==> config.mk <==
export PLATFORM = sky130hd
export DESIGN_NAME = seqx_top
export DESIGN_NICKNAME = d
export VERILOG_FILES = /design/src/rtl/seqx_pkg.sv /design/src/rtl/seqx_fsm.sv /design/src/rtl/seqx_gen.sv /design/src/rtl/seqx_top.sv
export SDC_FILE = /design/constraint.sdc
export NUM_CORES = 1
export LEC_CHECK = 0
export BUFFER_PORTS_ARGS = -buffer_cell sky130_fd_sc_hd__buf_2
export CAP_MARGIN = 10
export CELL_PAD_IN_SITES_DETAIL_PLACEMENT = 0
export CELL_PAD_IN_SITES_GLOBAL_PLACEMENT = 2
export CORE_MARGIN = 3
export CORE_UTILIZATION = 25
export DETAILED_ROUTE_END_ITERATION = 12
export HOLD_SLACK_MARGIN = 0.08
export MAX_ROUTING_LAYER = met4
export PLACE_DENSITY_LB_ADDON = 0.25
export SLEW_MARGIN = 0
export SYNTH_ARGS = -nofsm -noshare
export SYNTH_HDL_FRONTEND = slang
export SYNTH_SLANG_ARGS = --single-unit
export TNS_END_PERCENT = 50
==> constraint.sdc <==
create_clock -name clk -period 1.5 [get_ports clk]
set_input_delay 0 -clock clk [delete_from_list [all_inputs] [get_ports clk]]
set_output_delay 0 -clock clk [all_outputs]
set_load 0.01 [all_outputs]
==> src/rtl/seqx_pkg.sv <==
package seqx_pkg;
    typedef enum logic [0:0] {
        ST_IDLE = 1'b0,
        ST_BUSY = 1'b1
    } seqx_state_e;
endpackage

==> src/rtl/seqx_fsm.sv <==
module seqx_fsm
    import seqx_pkg::*;
#(
    parameter int SEQ_LEN = 3,
    parameter bit FLOW    = 1'b1,
    parameter int STEP_W  = (SEQ_LEN > 1) ? $clog2(SEQ_LEN) : 1
) (
    input  logic              clk,
    input  logic              rst,
    input  logic              in_valid,
    input  logic              out_ready,
    output logic              in_ready,
    output logic              out_valid,
    output logic              busy,
    output logic              load,
    output logic [STEP_W-1:0] step
);
    localparam logic [STEP_W-1:0] LAST_STEP = STEP_W'(SEQ_LEN - 1);
    localparam logic [STEP_W-1:0] PASS_STEP = STEP_W'(1);
    localparam bit SINGLE_FLOW = FLOW && (SEQ_LEN == 1);

    seqx_state_e       state_q, state_d;
    logic [STEP_W-1:0] step_q, step_d;
    logic              last, accept, xfer;

    assign busy   = (state_q == ST_BUSY);
    assign step   = step_q;
    assign last   = (step_q == LAST_STEP);
    assign accept = in_valid && in_ready;
    assign xfer   = out_valid && out_ready;

    // State register
    always_ff @(posedge clk) begin
        if (rst) begin
            state_q <= ST_IDLE;
            step_q  <= '0;
        end else begin
            state_q <= state_d;
            step_q  <= step_d;
        end
    end

    // Handshake outputs
    always_comb begin
        unique case (state_q)
            ST_IDLE: begin
                in_ready  = FLOW ? out_ready : 1'b1;
                out_valid = FLOW && in_valid;
            end
            ST_BUSY: begin
                in_ready  = out_ready && last;
                out_valid = 1'b1;
            end
            default: begin
                in_ready  = 1'b0;
                out_valid = 1'b0;
            end
        endcase
        load = accept && !((state_q == ST_IDLE) && SINGLE_FLOW);
    end

    // Transitions
    always_comb begin
        state_d = state_q;
        step_d  = step_q;
        unique case (state_q)
            ST_IDLE: begin
                if (accept) begin
                    if (!FLOW) begin                 // T_CAPTURE
                        state_d = ST_BUSY;
                        step_d  = '0;
                    end else if (!SINGLE_FLOW) begin // T_PASS
                        state_d = ST_BUSY;
                        step_d  = PASS_STEP;
                    end
                end
            end
            ST_BUSY: begin
                if (xfer) begin
                    if (!last) begin                 // T_ADVANCE
                        step_d = step_q + 1'b1;
                    end else if (accept) begin       // T_CHAIN
                        step_d = '0;
                    end else begin                   // T_FINISH
                        state_d = ST_IDLE;
                        step_d  = '0;
                    end
                end                                  // else T_HOLD
            end
            default: begin
                state_d = ST_IDLE;
                step_d  = '0;
            end
        endcase
    end

    // no input taken on a non-final step
    p_block_mid_r3: assert property (@(posedge clk) disable iff (rst)
        busy && !last |-> !in_ready);

    // final step passes downstream readiness upstream
    p_final_ready_r4: assert property (@(posedge clk) disable iff (rst)
        busy && last |-> (in_ready == out_ready));

    // a stalled held run keeps its step
    p_stall_hold_r5: assert property (@(posedge clk) disable iff (rst)
        busy && !out_ready |=> busy && $stable(step_q));

    // a non-final transfer advances by exactly one
    p_advance_r5: assert property (@(posedge clk) disable iff (rst)
        busy && out_ready && !last |=> busy && (step_q == $past(step_q) + 1'b1));

    // an item chained on the final step starts at step 0
    p_chain_r8: assert property (@(posedge clk) disable iff (rst)
        busy && last && out_ready && in_valid |=> busy && (step_q == '0));
endmodule

==> src/rtl/seqx_gen.sv <==
module seqx_gen #(
    parameter int DATA_W = 8,
    parameter int STEP_W = 2
) (
    input  logic              clk,
    input  logic              rst,
    input  logic              load,
    input  logic              busy,
    input  logic [STEP_W-1:0] step,
    input  logic [DATA_W-1:0] in_data,
    output logic [DATA_W-1:0] out_data
);
    logic [DATA_W-1:0] held_q;

    always_ff @(posedge clk) begin
        if (rst) begin
            held_q <= '0;
        end else if (load) begin
            held_q <= in_data;
        end
    end

    // Held run: stored value plus step, wrapping. Otherwise pass the input bus.
    always_comb begin
        if (busy) begin
            out_data = held_q + DATA_W'(step);
        end else begin
            out_data = in_data;
        end
    end

    // held value does not change inside a run unless a new item is loaded
    p_item_hold_r2: assert property (@(posedge clk) disable iff (rst)
        busy && !load |=> $stable(held_q));
endmodule

==> src/rtl/seqx_top.sv <==
module seqx_top #(
    parameter int DATA_W  = 8,
    parameter int SEQ_LEN = 3,
    parameter bit FLOW    = 1'b1
) (
    input  logic              clk,
    input  logic              rst,
    input  logic              in_valid,
    output logic              in_ready,
    input  logic [DATA_W-1:0] in_data,
    output logic              out_valid,
    input  logic              out_ready,
    output logic [DATA_W-1:0] out_data
);
    localparam int STEP_W = (SEQ_LEN > 1) ? $clog2(SEQ_LEN) : 1;

    logic              busy;
    logic              load;
    logic [STEP_W-1:0] step;

    seqx_fsm #(
        .SEQ_LEN (SEQ_LEN),
        .FLOW    (FLOW),
        .STEP_W  (STEP_W)
    ) fsm_i (
        .clk       (clk),
        .rst       (rst),
        .in_valid  (in_valid),
        .out_ready (out_ready),
        .in_ready  (in_ready),
        .out_valid (out_valid),
        .busy      (busy),
        .load      (load),
        .step      (step)
    );

    seqx_gen #(
        .DATA_W (DATA_W),
        .STEP_W (STEP_W)
    ) gen_i (
        .clk      (clk),
        .rst      (rst),
        .load     (load),
        .busy     (busy),
        .step     (step),
        .in_data  (in_data),
        .out_data (out_data)
    );

    // a stalled output holds valid and data
    p_data_stall_r5: assert property (@(posedge clk) disable iff (rst)
        busy && !out_ready |=> out_valid && $stable(out_data));

    // an accepted item shows output on the next cycle
    p_next_valid_r7: assert property (@(posedge clk) disable iff (rst)
        in_valid && in_ready && !(FLOW && SEQ_LEN == 1) |=> out_valid);

    // flow mode presents the input bus while idle
    p_flow_pass_r6: assert property (@(posedge clk) disable iff (rst)
        FLOW && !busy |-> (out_valid == in_valid) && (out_data == in_data));
endmodule

# [Word-level counts from Yosys, hierarchy flattened]
# Cells that the tools add are included.
# W data, S select, Z words.
[classes] n_addsub=2 mul=0 div=0 n_lt_le_gt_ge=0 eq_ne=3 shifts=0 mux=11 bitwise_logic=1 n_reduce_logical=4
[ops] op="$add A8 B2 Y8" count=1
[ops] op="$mux W8" count=1
[ops] op="$mux W2" count=3
[ops] op="$pmux W1 S2" count=3
[ops] op="$pmux W2 S2" count=1
[ops] op="$logic_and A1 B1 Y1" count=3
[ops] op="$mux W1" count=3
[ops] op="$add A2 B1 Y2 const B" count=1
[ops] op="$eq A2 B2 Y1 const B" count=1
[ops] op="$ne A2 B1 Y1 const B" count=1
[ops] op="$ne A2 B2 Y1 const B" count=1
[ops] op="$reduce_and A2 Y1" count=1
[ops] op="$not A1 Y1" count=1
[word_totals] register_bits=11 latch_bits=0 ramBits=0 mem_bits_ro=0 elab_cells=24 mem_count=0

# [Logic depth before layout (Yosys ltp)]
# Gate-level depths: netlist of run 1.
[depth] ltp_word=8 mapped_depth=6 depth_no_buf=6

# [By module]
# From an unflattened synthesis of run 1, not the netlist that was laid out.
[unflattened] hier_cells=81 area_unflattened_um2=684.4
[modules_own_cells] mod="seqx_gen" n_inst=1 cells_each=63 area_each_um2=524.3 seq_area_each_um2=160.2
[modules_own_cells] mod="seqx_fsm" n_inst=1 cells_each=18 area_each_um2=160.2 seq_area_each_um2=60.1

# [Least setup slack after synthesis of run 1]
# No wires, ideal clock.
[synth_path] kind="register to output" from="register fsm_i.step_q[0], in the netlist fsm_i.step[0]" to="output port out_data[6]" arrival_time_ps=1684 required_ps=1500 setup_slack_ps=-184 path_stages_with_launch=6 path_buffers=0 cell_sequence="dfxtp_1 > ha_1 > inv_1 > fa_1 > or3_2 > a31oi_1"
[synth_between] elab_chain_len=2
[synth_rtl] element="start: declaration" line="seqx_fsm.sv:23" source="logic [STEP_W-1:0] step_q, step_d;"
[synth_rtl] element="start signal: assignment" line="seqx_fsm.sv:39" source="step_q <= step_d;"
[synth_rtl] element="$add A8 B2 Y8" line="seqx_gen.sv:26" source="out_data = held_q + DATA_W'(step);"
[synth_rtl] element="$mux W8" line="seqx_gen.sv:25" source="if (busy) begin"
[synth_rtl] element="end: declaration" line="seqx_top.sv:13" source="output logic [DATA_W-1:0] out_data"
# No other way between the ends.

# [Worst setup path after layout of run 1]
[layout_path] from="register gen_i.held_q[0]" to="output port out_data[6]"
[layout_between] elab_chain_len=2
[layout_rtl] element="start: declaration" line="seqx_gen.sv:13" source="logic [DATA_W-1:0] held_q;"
[layout_rtl] element="start signal: assignment" line="seqx_gen.sv:19" source="held_q <= in_data;"
[layout_rtl] element="$add A8 B2 Y8" line="seqx_gen.sv:26"
[layout_rtl] element="$mux W8" line="seqx_gen.sv:25"
# No other way between the ends.

==> impl_metrics.toml, run 1 <==
[timing]
slew_viol_final = 0
slew_headroom_pct = 72.2
fin_skew_ps = 6.40
worst_slack_ps = -269
hold_viol = 0
post-route-period-util_pct = 118
setup_viol = 7
fmax_mhz = 565
finalSetupTns_ps = -1380
worst_pin_slew_ps = 417
rsz0062_at_grt = "yes"
fin_crit_ps = 1770

[power_and_ir_drop]
p_leak_nw = 0.444
peakVddDrop_v = 0.000523
power_density_nw_per_um2 = 669
seqPwrFrac_pct = 43.4
netSwitchingFraction_pct = 29.8
switchingPower_mw = 0.222
p_int_mw = 0.522
clockPowerShare_pct = 27.9
total_power_mw = 0.745
power_frac_comb_pct = 28.6

[grt]
grt.total_usage_pct = 10.9
antenna_found_initial = 0
grt_pass1_wl_um = 2880
grt_max_degree = 20
gr-total-overflow = 0
grt_pass1_vias = 646

[clock_network]
cts_setup_buffers = 0
clock-root-buffer = "clkbuf_4"
clk_pin_slew_ps = 80
cts_tree = "done"
htreeDepth = 1
cts.sinks = 11
clockBufferDepth = 2
clock_latency_ps = 270
cts_buffers = 3

[status]
violations = "setup timing"
status = "finished, violations left"

[final_layout]
nFillCells = 292
fin_cells = 160
layout-drive-gt1-share_pct = 34.9
regArea_sq_um = 223
antenna_cells = 0
syn_to_final_growth_pct = 46.6
fin_nets = 145
layout_commonest_cell = "buf_2"
layout_common_cells = "20 x buf_2, 16 x nand2b_1, 10 x dlygate4sd3_1"
multi_input_area_sq_um = 531

[drt]
firstDrtPassIters = 4
routed_wl_um = 1840
viasPerCell = 4.54
first_iter_violations = 13
antenna_left = 0
vias = 727
drcViolationCount = 0
wl_per_cell_um = 11.5

[worst_setup_path]
crit_required_ps = 1500
crit_chain = "ha_4 > inv_2 > fa_2 > or3_4 > a31oi_4 > buf_6"
cp-end-kind = "output port"
startpoint_type = "flip-flop"
crit_arrival_ps = 1770
path_max_fanout = 4
worstSetupPathType = "flip-flop to output port"
cp_slowest_cell = "dfxtp_2"
cpPeakStageDelay_ps = 360
cp_top_family = "adder cells"
crit_buf_inv = 2

[place]
dp_cells = 146
gp_congestion = 0.695
numPortBuffers = 21
hpwl_um = 1350
pre_cts_ws_ps = -75.5

[yosys]
syn_inst = 92
synth_area_sq_um = 759
synth_ff_type = "dfxtp_1"
synthArstFlopShare_pct = 0
postSynthNetCount = 107
postSynthRegisterBits = 11
yosys_warnings = 0
syn_avg_cell_area_sq_um = 8.26
synth_top_area_share_pct = 29.0
synth_enable_flop_cells = 0
yosysTopAreaCell = "dfxtp_1"
ys_seq_area_share_pct = 29.0
synth_cell_types = 31
yosys-top-cells-area = "dfxtp_1 29%, nand2b_1 13%, mux2i_1 11%, a31oi_1 4.1%, inv_1 4.0%"

[die]
initial_core_util_pct = 26.8
rows = 19
core_sq_um = 2830
die_area_sq_um = 3740
die_w_um = 61.1
die_h_um = 61.1
ios = 22

[worst_hold_path]
hold_class = "input pin to flip-flop"

[job]
drv_cap = 0
[cells in the mapped netlist, drive strengths merged, types with 2 or more instances]
cell type / count
mux2: 2
inv: 8
nand2b: 16
a21oi: 5
mux2i: 8
or3: 3
buf: 3
a31oi: 5
nor2: 6
dfxtp: 11
clkbuf: 2
ha: 2
o21ai: 5
[layout make-up]
cell class | instances | area share, %
Clock inverter | 1 | 0.449
Multi-Input combinational cell | 68 | 47.6
Inverter | 8 | 2.70
Timing Repair Buffer | 38 | 23.7
Tap cell | 31 | 3.48
Clock buffer | 3 | 2.02
Sequential cell | 11 | 20.0
[stage by stage]
| step | hold slack (ps) | util [%] | cell area, sq um |
|---|---|---|---|
| floorplan | 116 | - | 781 |
| global placement | 250 | 33.8 | 956 |
| detailed placement | 252 | 33.8 | 956 |
| CTS | 99.6 | 39.0 | 1100 |
| global route | 134 | 39.4 | 1110 |
| finish | 85.7 | 39.4 | 1110 |
[kinds of logic after synthesis]
logic type,Yosys count,share of synthesized area [%]
simple gates,33,26.4
compound gates,20,16.1
buf+inv,13,6.75
flops,11,29.0
mux,10,13.5
fa+ha+maj,3,5.93
xor+xnor,2,2.31
[worst reg2reg max path, delay by kind of cell, from the launching register on]
| kind | cells | cell delay, ps |
|---|---|---|
| buffers and inverters | 2 | 370 |
| flip-flops | 1 | 340 |
| multiplexers | 1 | 200 |
| AND/OR/NAND/NOR | 1 | 180 |
| AO/OA/AOI/OAI | 1 | 220 |
[metal layers]
layer | share of wire, % | track usage [%] | vias up
met5 | 0 | - | -
met4 | 0.93 | 2.79 | 0
met3 | 4.5 | 4.40 | 2
met2 | 44 | 16.5 | 13
met1 | 51 | 13.4 | 324
li1 | - | - | 388
[path summary, 6_finish.rpt]
| check | start | end | slack [ps] | cells past startpoint |
|---|---|---|---|---|
| worst max-delay path | gen_i.held_q[0] | out_data[6] | -270 | 6 |
| worst min-delay path | rst | fsm_i.step[0] | 90 | 2 |
| worst max register to register | fsm_i.step[0] | gen_i.held_q[6] | 110 | 5 |
| worst min register to register | gen_i.held_q[7] | gen_i.held_q[7] | 490 | 2 |
[power by group through the flow]
stage / sequential [mW] / combinational [mW] / clock (mW)
floorplan: 0.328 / 0.111 / 0
global placement: 0.327 / 0.186 / 0
detailed placement: 0.327 / 0.187 / 0
CTS: 0.323 / 0.211 / 0.217
global route: 0.325 / 0.237 / 0.231
finish: 0.323 / 0.213 / 0.208
[sequential cells by signal (all words and copies together), names as in the netlist]
signal and count:
fsm_i.busy 1, gen_i.held_q 8, fsm_i.step 2
[what timing repair did]
action	CTS	global route
cloned	0	0
gates resized for setup	6	2
pin swaps	5	1
hold buffers	10	0
endpoints found under the hold margin	10	0
setup endpoints to repair	7	8
Note: power is estimated with default switching activity, not from simulation.
==> run 2, diff against run 1 <==
--- a/config.mk
+++ b/config.mk
@@ -5,12 +5,13 @@
 export SDC_FILE = /design/constraint.sdc
 export NUM_CORES = 1
 export LEC_CHECK = 0
+export ABC_AREA = 1
 export BUFFER_PORTS_ARGS = -buffer_cell sky130_fd_sc_hd__buf_2
 export CAP_MARGIN = 10
 export CELL_PAD_IN_SITES_DETAIL_PLACEMENT = 0
 export CELL_PAD_IN_SITES_GLOBAL_PLACEMENT = 2
 export CORE_MARGIN = 3
-export CORE_UTILIZATION = 25
+export CORE_UTILIZATION = 24
 export DETAILED_ROUTE_END_ITERATION = 12
 export HOLD_SLACK_MARGIN = 0.08
 export MAX_ROUTING_LAYER = met4
==> run 2 against run 1 <==
Net effect:
- the flow still finishes with violations (setup timing)
- critical path depth grew 4
- clock power rose by 2%
- design area is 6.5% higher
- synthesized cell count increased by 43%
- register-to-register slack gained 110 ps
- power increased by 6.5%
- final cell count grew 33%
- clock skew down 0.64 ps
- maximum frequency rose by 4.5%
- area after synthesis increased by 12%
- combinational power up 15%
- critical path type unchanged
==> impl_metrics.toml, run 2 <==
[power_and_ir_drop]
netSwitchingFraction_pct = 33.8
switchingPower_mw = 0.268
seqPwrFrac_pct = 42.4
power_density_nw_per_um2 = 668
p_leak_nw = 0.604
power_frac_comb_pct = 30.9
clockPowerShare_pct = 26.8
peakVddDrop_v = 0.000209
p_int_mw = 0.525

[worst_setup_path]
crit_chain = "ha_4 > inv_2 > fa_2 > inv_2 > nand2_2 > inv_2 > nand4_1 > nand3_1 > nand2_1 > buf_2"
crit_buf_inv = 4
crit_arrival_ps = 1690
crit_required_ps = 1500
rr_startpoint = "fsm_i.busy"
reg2reg_to = "fsm_i.step[0]"
cp-end-kind = "output port"
startpoint_type = "flip-flop"
cp_slowest_cell = "dfxtp_2"
cpPeakStageDelay_ps = 350
worstSetupPathType = "flip-flop to output port"
path_max_fanout = 3
cp_top_family = "adder cells"
worst_path_most_repeated_cell = "inv_2"
reg2regPathDepth = 5
reg2reg_slack_ps = 220

[final_layout]
nFillCells = 374
multi_input_area_sq_um = 533
layout-drive-gt1-share_pct = 32.5
syn_to_final_growth_pct = 40.0
largest_register_ffs = 8
layout_common_cells = "36 x nand2_1, 22 x inv_1, 21 x buf_2"
layout_commonest_cell = "nand2_1"
fin_cells = 213
regArea_sq_um = 223
antenna_cells = 0
top_register = "gen_i.held_q"
fin_nets = 185
final_util_pct = 37.0

[drt]
wl_per_cell_um = 10.3
antenna_left = 0
vias = 847
viasPerCell = 3.98
drcViolationCount = 0
firstDrtPassIters = 4
first_iter_violations = 24
routed_wl_um = 2190

[die]
rows = 20
core_sq_um = 3200
die_w_um = 65.4
initial_core_util_pct = 26.4
die_h_um = 65.4
die_area_sq_um = 4280
ios = 22

[timing]
post-route-period-util_pct = 113
slew_headroom_pct = 76.8
rsz0062_at_grt = "yes"
worst_pin_slew_ps = 348
fin_crit_ps = 1690
setup_viol = 6
worst_slack_ps = -193
fmax_mhz = 591
slew_viol_final = 0
hold_viol = 0
fin_skew_ps = 5.77

[clock_network]
cts_tree = "done"
htreeDepth = 1
clock_latency_ps = 270
clk_pin_slew_ps = 80
clockBufferDepth = 2
cts_buffers = 3
cts.sinks = 11
clock-root-buffer = "clkbuf_4"

[worst_hold_path]
hold_class = "input pin to flip-flop"
hp-start = "in_valid"
hold_depth = 4
hold_end = "gen_i.held_q[4]"

[yosys]
yosysMostFrequentCell = "nand2_1"
synth_top_area_share_pct = 26.0
postSynthNetCount = 147
postSynthRegisterBits = 11
synth_area_sq_um = 847
yosysTopAreaCell = "dfxtp_1"
synthArstFlopShare_pct = 0
yosys-top-cells-area = "dfxtp_1 26%, nand2_1 17%, inv_1 11%, nand3_1 9.5%, nor2_2 5.9%"
synth_common_cells = "38 x nand2_1, 25 x inv_1, 16 x nand3_1, 11 x dfxtp_1, 9 x o21ai_0"
yosys_warnings = 0
synth_enable_flop_cells = 0
syn_inst = 132
syn_avg_cell_area_sq_um = 6.42
synth_ff_type = "dfxtp_1"
ys_seq_area_share_pct = 26.0
synth_cell_types = 20

[grt]
antenna_found_initial = 0
grt.total_usage_pct = 12.0
gr-total-overflow = 0
grt_max_degree = 11
grt_pass1_vias = 855
grt_pass1_wl_um = 3820

[place]
gp_congestion = 0.756
numPortBuffers = 21
hpwl_um = 1560
dp_cells = 199

[status]
violations = "setup timing"
status = "finished, violations left"

[job]
drv_cap = 0
## run 2: worst register-to-register path: cells and delay by family (launching register included)
family | cells | cell delay [ps]
buffers and inverters | 1 | 220
AND/OR/NAND/NOR | 3 | 260
flip-flops | 1 | 530
AO/OA/AOI/OAI | 1 | 150
## run 2: per-layer routing
metal  GRT usage, %  part of all wire [%]  routed length (um)
met2           17.7                    42                 919
met3           2.05                   3.7                  82
met4           6.22                   1.3                  29
met5              -                     0                   0
met1           15.8                    53                1160
## run 2: worst max path at each step
stage	depth (start not counted)	slack [ps]	startpoint	to
4_1_cts	11	-230	fsm_i.step[0]	out_data[6]
5_1_grt	11	-320	fsm_i.step[0]	out_data[6]
6_report	10	-190	fsm_i.step[0]	out_data[6]
2_1_floorplan	9	40	fsm_i.step[0]	out_data[4]
3_5_place_dp	9	-40	gen_i.held_q[0]	out_data[4]
3_3_place_gp	9	-30	gen_i.held_q[0]	out_data[4]
## run 2: final cells by class
class                   instances  area share, %
multi-input cells              91           44.9
repair buffers                 36           20.5
flip-flops and latches         11           18.8
inverters                      27           8.97
well taps                      44           4.64
clock buffers                   4           2.22
## run 2: kinds of logic after synthesis
kind of cell | count (synthesis) | synth area share, %
and+or+nand+nor | 76 | 46.5
buffers and inverters | 30 | 15.1
AOI/OAI and AO/OA | 12 | 7.09
DFF | 11 | 26.0
adders and majority gates | 3 | 5.32
## run 2: stage by stage
stage | instance area (sq um) | total power, mW | setup TNS (ps) | hold WS [ps] | worst slack (ps)
2_1_floorplan | 847 | 0.485 | 0 | 69.1 | 44.9
3_3_place_gp | 1020 | 0.561 | -33.3 | 194 | -28.8
3_5_place_dp | 1020 | 0.559 | -75.7 | 199 | -41.6
4_1_cts | 1180 | 0.802 | -1020 | 172 | -230
5_1_grt | 1190 | 0.857 | -1470 | 196 | -319
6_report | 1190 | 0.793 | -798 | 160 | -193
## run 2: repair_timing
item / 4_1_cts / 5_1_grt
hold buffers: 10 / 0
resized for setup: 13 / 4
hold endpoints to repair: 11 / 0
pin swaps: 1 / 3
setup buffers: 0 / 0
setup endpoints to repair: 7 / 7
## run 2: power groups by stage
stage / Clock [mW] / Sequential, mW / Combinational (mW)
5_1_grt: 0.239 / 0.339 / 0.280
3_5_place_dp: 0 / 0.338 / 0.220
3_3_place_gp: 0 / 0.340 / 0.221
2_1_floorplan: 0 / 0.333 / 0.151
4_1_cts: 0.221 / 0.336 / 0.245
6_report: 0.212 / 0.336 / 0.245
